**src/rtl/dbg_brk_pkg.sv**
```systemverilog
package dbg_brk_pkg;
  localparam int N_SLOT   = 4;
  localparam int REG_W    = 32;
  localparam int STAT_W   = N_SLOT + 5;
  localparam int ST_PROT  = N_SLOT;
  localparam int ST_STEP  = N_SLOT + 1;
  localparam int ST_TASK  = N_SLOT + 2;
  localparam int ST_SWBP  = N_SLOT + 3;
  localparam int ST_INT1  = N_SLOT + 4;
  localparam int CB_IO0   = 4;
  localparam int CB_ROUTE = 12;
  localparam int CB_PROT  = 13;
  localparam int CB_SLOT0 = 16;
  localparam logic [2:0] RA_STAT = 3'd4;
  localparam logic [2:0] RA_CTRL = 3'd5;

  typedef enum logic [1:0] {
    K_EXEC = 2'b00,
    K_WR   = 2'b01,
    K_RD   = 2'b10,
    K_RW   = 2'b11
  } kind_e;

  typedef struct packed {
    logic       en;
    logic       io;
    kind_e      kind;
    logic [1:0] len;
  } slot_cfg_t;

  typedef struct packed {
    logic valid;
    logic fetch;
    logic io;
    logic wr;
  } acc_t;

  function automatic slot_cfg_t cfg_of(input logic [REG_W-1:0] c, input int i);
    slot_cfg_t r;
    r.en   = c[i];
    r.io   = c[CB_IO0 + i];
    r.kind = kind_e'(c[CB_SLOT0 + 4*i +: 2]);
    r.len  = c[CB_SLOT0 + 4*i + 2 +: 2];
    return r;
  endfunction

  function automatic logic [REG_W-1:0] ctrl_mask();
    logic [REG_W-1:0] m;
    m = '0;
    for (int i = 0; i < N_SLOT; i++) begin
      m[i] = 1'b1;
      m[CB_IO0 + i] = 1'b1;
      m[CB_SLOT0 + 4*i +: 4] = 4'hF;
    end
    m[CB_ROUTE] = 1'b1;
    m[CB_PROT]  = 1'b1;
    return m;
  endfunction
endpackage

```
**src/rtl/dbg_slot_cmp.sv**
```systemverilog
module dbg_slot_cmp
  import dbg_brk_pkg::*;
#(
  parameter int ADDR_W = 32
) (
  input  slot_cfg_t          cfg,
  input  logic [ADDR_W-1:0]  base,
  input  acc_t               acc,
  input  logic [ADDR_W-1:0]  addr,
  output logic               hit,
  output logic               exec_hit
);
  logic [ADDR_W-1:0] low_mask;
  logic              addr_eq;
  logic              kind_ok;

  always_comb begin
    low_mask = '0;
    unique case (cfg.len)
      2'b00:   low_mask[1:0] = 2'b00;
      2'b01:   low_mask[1:0] = 2'b01;
      default: low_mask[1:0] = 2'b11;
    endcase
  end

  assign addr_eq = (((addr ^ base) & ~low_mask) == '0);

  always_comb begin
    kind_ok = 1'b0;
    if (!acc.valid) begin
      kind_ok = 1'b0;
    end else if (acc.fetch) begin
      kind_ok = !cfg.io && (cfg.kind == K_EXEC);
    end else if (acc.io != cfg.io) begin
      kind_ok = 1'b0;
    end else if (cfg.io) begin
      unique case (cfg.kind)
        K_WR:    kind_ok = acc.wr;
        K_RD:    kind_ok = !acc.wr;
        default: kind_ok = 1'b1;
      endcase
    end else begin
      unique case (cfg.kind)
        K_EXEC:  kind_ok = 1'b0;
        K_WR:    kind_ok = acc.wr;
        K_RD:    kind_ok = !acc.wr;
        default: kind_ok = 1'b1;
      endcase
    end
  end

  assign hit      = cfg.en && kind_ok && addr_eq;
  assign exec_hit = hit && acc.fetch;
endmodule

```
**src/rtl/dbg_regfile.sv**
```systemverilog
module dbg_regfile
  import dbg_brk_pkg::*;
#(
  parameter int ADDR_W = 32
) (
  input  logic                             clk,
  input  logic                             rst_n,
  input  logic                             reg_we,
  input  logic [2:0]                       reg_waddr,
  input  logic [REG_W-1:0]                 reg_wdata,
  input  logic [2:0]                       reg_raddr,
  output logic [REG_W-1:0]                 reg_rdata,
  input  logic [STAT_W-1:0]                src_all,
  output logic                             prot_hit,
  output logic [REG_W-1:0]                 ctrl,
  output logic [N_SLOT-1:0][ADDR_W-1:0]    base,
  output logic [STAT_W-1:0]                status
);
  localparam logic [REG_W-1:0] CMASK = ctrl_mask();

  logic [N_SLOT-1:0][ADDR_W-1:0] base_q;
  logic [REG_W-1:0]              ctrl_q;
  logic [STAT_W-1:0]             status_q;
  logic                          wr_ok;
  logic [STAT_W-1:0]             clr;

  assign wr_ok    = reg_we && !ctrl_q[CB_PROT];
  assign prot_hit = reg_we && ctrl_q[CB_PROT];
  assign clr      = (wr_ok && reg_waddr == RA_STAT) ? reg_wdata[STAT_W-1:0] : '0;

  for (genvar i = 0; i < N_SLOT; i++) begin : g_base
    always_ff @(posedge clk) begin
      if (!rst_n) begin
        base_q[i] <= '0;
      end else if (wr_ok && reg_waddr == 3'(i)) begin
        base_q[i] <= reg_wdata[ADDR_W-1:0];
      end
    end
  end

  always_ff @(posedge clk) begin
    if (!rst_n) begin
      ctrl_q <= '0;
    end else if (wr_ok && reg_waddr == RA_CTRL) begin
      ctrl_q <= reg_wdata & CMASK;
    end else if (prot_hit) begin
      ctrl_q[CB_PROT] <= 1'b0;
    end
  end

  always_ff @(posedge clk) begin
    if (!rst_n) status_q <= '0;
    else        status_q <= (status_q & ~clr) | src_all;
  end

  always_comb begin
    reg_rdata = '0;
    if (reg_raddr[2] == 1'b0) begin
      reg_rdata[ADDR_W-1:0] = base_q[reg_raddr[1:0]];
    end else if (reg_raddr == RA_STAT) begin
      reg_rdata[STAT_W-1:0] = status_q;
    end else if (reg_raddr == RA_CTRL) begin
      reg_rdata = ctrl_q;
    end
  end

  assign ctrl   = ctrl_q;
  assign base   = base_q;
  assign status = status_q;


  prot_keep_chk: assert property (@(posedge clk) disable iff (!rst_n)
    prot_hit |=> $stable(base_q));

  prot_drop_chk: assert property (@(posedge clk) disable iff (!rst_n)
    prot_hit |=> !ctrl_q[CB_PROT]);

  sticky_chk: assert property (@(posedge clk) disable iff (!rst_n)
    !reg_we |=> ((status_q & $past(status_q)) == $past(status_q)));

  set_wins_chk: assert property (@(posedge clk) disable iff (!rst_n)
    (|src_all) |=> ((status_q & $past(src_all)) == $past(src_all)));
endmodule

```
**src/rtl/dbg_evt_port.sv**
```systemverilog
module dbg_evt_port
  import dbg_brk_pkg::*;
(
  input  logic              clk,
  input  logic              rst_n,
  input  logic [STAT_W-1:0] src_all,
  input  logic              route,
  input  logic              evt_ready,
  output logic              evt_valid,
  output logic [STAT_W-1:0] evt_src,
  output logic              evt_divert
);
  logic load;

  assign load = (|src_all) && (!evt_valid || evt_ready);

  always_ff @(posedge clk) begin
    if (!rst_n) begin
      evt_valid  <= 1'b0;
      evt_src    <= '0;
      evt_divert <= 1'b0;
    end else if (load) begin
      evt_valid  <= 1'b1;
      evt_src    <= src_all;
      evt_divert <= route;
    end else if (evt_ready) begin
      evt_valid  <= 1'b0;
    end
  end


  evt_hold_chk: assert property (@(posedge clk) disable iff (!rst_n)
    evt_valid && !evt_ready |=> evt_valid && $stable(evt_src) && $stable(evt_divert));

  evt_nonempty_chk: assert property (@(posedge clk) disable iff (!rst_n)
    evt_valid |-> (evt_src != '0));

  route_chk: assert property (@(posedge clk) disable iff (!rst_n)
    $rose(evt_valid) |-> (evt_divert == $past(route)));
endmodule

```
**src/rtl/dbg_brk_unit.sv**
```systemverilog
module dbg_brk_unit
  import dbg_brk_pkg::*;
#(
  parameter int         ADDR_W  = 32,
  parameter logic [7:0] SWBP_OP = 8'hF1
) (
  input  logic                clk,
  input  logic                rst_n,
  input  logic                acc_valid,
  input  logic                acc_fetch,
  input  logic                acc_io,
  input  logic                acc_wr,
  input  logic [ADDR_W-1:0]   acc_addr,
  input  logic                ret_valid,
  input  logic                ret_tf,
  input  logic                task_sw_valid,
  input  logic                task_tbit,
  input  logic                op_valid,
  input  logic [7:0]          op_b0,
  input  logic [7:0]          op_b1,
  input  logic                reg_we,
  input  logic [2:0]          reg_waddr,
  input  logic [31:0]         reg_wdata,
  input  logic [2:0]          reg_raddr,
  output logic [31:0]         reg_rdata,
  output logic                fetch_hold,
  output logic                evt_valid,
  input  logic                evt_ready,
  output logic                evt_divert,
  output logic [STAT_W-1:0]   evt_src
);
  localparam logic [7:0] INT_OP  = 8'hCD;
  localparam logic [7:0] INT_VEC = 8'h01;

  logic [REG_W-1:0]              ctrl;
  logic [N_SLOT-1:0][ADDR_W-1:0] base;
  logic [STAT_W-1:0]             status;
  logic [STAT_W-1:0]             src_all;
  logic [N_SLOT-1:0]             hit;
  logic [N_SLOT-1:0]             exec_hit;
  logic                          prot_hit;
  slot_cfg_t [N_SLOT-1:0]        cfg;
  acc_t                          acc;

  assign acc = '{valid: acc_valid, fetch: acc_fetch, io: acc_io, wr: acc_wr};

  for (genvar i = 0; i < N_SLOT; i++) begin : g_slot
    assign cfg[i] = cfg_of(ctrl, i);
    dbg_slot_cmp #(.ADDR_W(ADDR_W)) u_cmp (
      .cfg      (cfg[i]),
      .base     (base[i]),
      .acc      (acc),
      .addr     (acc_addr),
      .hit      (hit[i]),
      .exec_hit (exec_hit[i])
    );

    slot_off_chk: assert property (@(posedge clk) disable iff (!rst_n)
      !cfg[i].en |-> !hit[i]);
  end

  always_comb begin
    src_all = '0;
    src_all[N_SLOT-1:0] = hit;
    src_all[ST_PROT]    = prot_hit;
    src_all[ST_STEP]    = ret_valid && ret_tf;
    src_all[ST_TASK]    = task_sw_valid && task_tbit;
    src_all[ST_SWBP]    = op_valid && (op_b0 == SWBP_OP);
    src_all[ST_INT1]    = op_valid && (op_b0 == INT_OP) && (op_b1 == INT_VEC);
  end

  assign fetch_hold = |exec_hit;

  dbg_regfile #(.ADDR_W(ADDR_W)) u_regs (
    .clk       (clk),
    .rst_n     (rst_n),
    .reg_we    (reg_we),
    .reg_waddr (reg_waddr),
    .reg_wdata (reg_wdata),
    .reg_raddr (reg_raddr),
    .reg_rdata (reg_rdata),
    .src_all   (src_all),
    .prot_hit  (prot_hit),
    .ctrl      (ctrl),
    .base      (base),
    .status    (status)
  );

  dbg_evt_port u_evt (
    .clk        (clk),
    .rst_n      (rst_n),
    .src_all    (src_all),
    .route      (ctrl[CB_ROUTE]),
    .evt_ready  (evt_ready),
    .evt_valid  (evt_valid),
    .evt_src    (evt_src),
    .evt_divert (evt_divert)
  );


  hold_logs_chk: assert property (@(posedge clk) disable iff (!rst_n)
    fetch_hold |=> (|status[N_SLOT-1:0]));
endmodule

```
**config.mk**
```make
export PLATFORM = sky130hd
export DESIGN_NAME = dbg_brk_unit
export DESIGN_NICKNAME = d
export VERILOG_FILES = /design/src/rtl/dbg_brk_pkg.sv /design/src/rtl/dbg_slot_cmp.sv /design/src/rtl/dbg_regfile.sv /design/src/rtl/dbg_evt_port.sv /design/src/rtl/dbg_brk_unit.sv
export SDC_FILE = /design/constraint.sdc
export NUM_CORES = 1
export LEC_CHECK = 0
export BUFFER_PORTS_ARGS = -buffer_cell sky130_fd_sc_hd__buf_4
export CORE_AREA = 2 2 135 137
export DETAILED_ROUTE_END_ITERATION = 6
export DIE_AREA = 0 0 137 139
export PLACE_DENSITY = 0.9
export SYNTH_ARGS = -nofsm -noshare
export SYNTH_HDL_FRONTEND = slang
export SYNTH_SLANG_ARGS = --single-unit
```
**constraint.sdc**
```tcl
create_clock -name clk -period 2.6 [get_ports clk]
set_clock_uncertainty 0.1 [all_clocks]
set_input_delay 0.52 -clock clk [delete_from_list [all_inputs] [get_ports clk]]
set_output_delay 0.52 -clock clk [all_outputs]
set_load 0.05 [all_outputs]
```
==> results.ini <==
[global_routing]
use_met3=0.0800
antenna_found_initial=0
met1_usage=0.506
grt_pass1_wl_um=57000
use_met2=0.641
grt_max_degree=67
grt-ovfl-total=0
grt-busiest-layer=met2
grt_pass1_vias=10100
grt_usage=0.398

[placed_design]
io_buffers=142
place_ws_ns=-0.464
dp_hpwl_um=27100
post_dp_cell_area_um2=12300
gp_congestion=1.14

[cells_and_area]
mostFrequentLayoutCell=nand2_1
final_core_util=0.748
layout_common_cells=nand2_1 (361), buf_4 (273), dfxtp_1 (165)
fin_area_um2=13200
fin_nets=1557
drive_above_1_share=0.291
fillers=1230
num_antenna_cells=0
area_delta_synth_final_pct=31.2

[synth]
yosysSeqAreaShare=0.346
async_flop_share=0
synth_edf_count=0
post-synth-top-area-cell=dfxtp_1
synth_area_leaders=dfxtp_1 (35%), nand2_1 (13%), a21boi_0 (12%)
synthCells=1221
synth_cell_types=52
syn_area_um2=10100
synth_warnings=0
avgSynthCellArea_um2=8.24
syn-num-nets=1332
synth-main-ff-cell=dfxtp_1
synth_seq_cells=174
synth_top_area_frac=0.346

[routing]
antenna_left=0
drt_iter0_drc=1223
vias_per_cell=6.18
firstDrtPassIters=7
wl_per_cell_um=22.8
drc_errors=1
drt-total-wl_um=38500
via_count=10400

[floorplan]
pin_count=143
die_h_um=139
initial_core_util=0.570
fp-row-count=49
core_um2=17700
die_w_um=137
die-area_um2=19000

[sta]
finalSetupViolations=12
relSlewSlack=0.441
tightest_slew_ns=0.837
rsz0062_at_grt=yes
fin_crit_ns=3.08
report.final.slew_viol_count=0
hold_viol=0
fin_crit_sh=1.18
fin_tns_setup_ns=-1.61
timing.fmax_ghz=0.325
fin_hold_ws_ns=0.243
fin_ws_ns=-0.481

[critical_path]
rrSetupSlack_ns=-0.17
cp-start-kind=flip-flop
critPathCapture=fetch_hold
cp.arrival_ns=2.46
crit_fanout=3
r2r-start=u_regs.ctrl[16]
worstPathRequired_ns=1.98
r2r_cells=11
cpMaxStageDelayCell=nor4_4
cp.depth=8
worst-path-buf-inv=1
r2r-end=u_evt.evt_src[6]
path_class=flip-flop to output port
endpoint_kind=output port
critPathTopFamily=simple AND/OR/NAND/NOR gates
startpoint=u_regs.base[68]
slowest_delay_ns=0.36
worstPathCellList=xor2_1, nor4_2, and4_1, nand3_2, nor4_4, a2111oi_4, nor2_2, buf_6

[clock_network]
clock_path_buffers=2
clk_latency_ns=0.45
cts_root_buffer=clkbuf_16
cts_buffers=17
clk_transition_reported_paths_ns=0.08
cts_num_sinks=174
h-tree-depth=4
postCtsHoldBufs=0
tritoncts=built

[run_status]
status=finished, violations left
violations=DRC, setup timing

[power]
peakVddDrop_mv=0.471
powerDensity_nw_per_um2=484
p_leak_nw=5.23

[min_path]
hp-class=input pin to flip-flop

[job]
max_cap_violations=0

==> how the worst min path moves through the flow <==
| stage | startpoint | to | slack [ns] | depth (start not counted) |
|---|---|---|---|---|
| after floorplan | u_regs.status[4] | u_regs.status[4] | 0.34 | 2 |
| after global placement | u_regs.status[7] | u_regs.status[7] | 0.35 | 2 |
| after detailed placement | u_regs.status[7] | u_regs.status[7] | 0.36 | 2 |
| after CTS | reg_wdata[15] | u_regs.base[15] | 0.24 | 3 |
| after global routing | reg_wdata[11] | u_regs.base[75] | 0.26 | 3 |
| final | reg_wdata[10] | u_regs.base[106] | 0.24 | 3 |
==> state kept, by name, summed over array words and instances (netlist names) <==
register / flops
u_evt.evt_divert: 1
u_regs.status: 9
u_regs.base: 128
u_evt.evt_src: 9
u_regs.ctrl: 26
u_evt.evt_valid: 1
==> repair_timing <==
item | CTS | global route
gates cloned | 0 | 1
resized for setup | 29 | 28
setup buffers | 2 | 11
pin swaps | 14 | 23
endpoints found under the setup margin | 1 | 12
==> cell families (layout without fill, tap and decap cells) <==
family	count (synthesis)	after routing	synth area share
simple gates	515	516	0.232
compound gates	231	231	0.164
flops	174	174	0.346
xor+xnor	128	128	0.111
buf+inv	113	350	0.0451
mux	48	48	0.0863
fa+ha+maj	12	12	0.0149
==> worst register-to-register path: cells and delay by family, from the launching register on <==
kind,cells,cell delay (ns)
compound gates,2,0.60
mux,1,0.14
buf+inv,3,0.43
fa+ha+maj,1,0.18
flops,1,0.39
simple gates,4,0.83
==> synthesized netlist by cell type, types with 3 or more instances <==
cell type	number
nor2_1	25
ha_1	12
nor4_1	49
mux4_2	31
o21ai_0	26
xor2_1	113
nor3_1	6
nand3_1	7
clkbuf_1	57
o22ai_1	8
a21o_1	3
nor4_2	3
mux2i_1	17
dfxtp_1	174
and4_1	3
nor2b_1	15
nor4b_1	4
inv_1	36
buf_2	17
xnor2_1	15
and3_1	3
a2111oi_0	6
a21oi_1	14
a31oi_1	4
nand2_1	361
a21boi_0	158
nand4_1	18
nand2b_1	8
==> layout make-up <==
cell class | instances | area (um^2) | share of cell area
multi-input combinational | 935 | 6480 | 0.491
sequential | 174 | 3510 | 0.266
timing repair buffer | 282 | 2210 | 0.168
clock buffer | 17 | 425 | 0.0322
tap | 229 | 287 | 0.0217
clock inverter | 15 | 149 | 0.0113
inverter | 36 | 140 | 0.0106
==> metal layers <==
layer / part of all wire / vias to the layer above / routed length, um
met5: 0 / - / 0
met4: 0.048 / 0 / 1850
met3: 0.11 / 138 / 4130
met2: 0.47 / 750 / 18100
met1: 0.37 / 4936 / 14400
li1: - / 4616 / -
==> metrics by stage <==
step	cells	total power [mW]
finish	1688	6.39
global route	1688	6.53
CTS	1685	6.32
detailed placement	1652	3.86
global placement	1652	3.84
floorplan	1221	3.30
==> report_power, final <==
group	switching, mW	internal [mW]
Combinational	0.631	0.463
Sequential	0.0597	2.71
Clock	1.25	1.27
Total	1.94	4.44
Power figures use the tool's default switching activity.
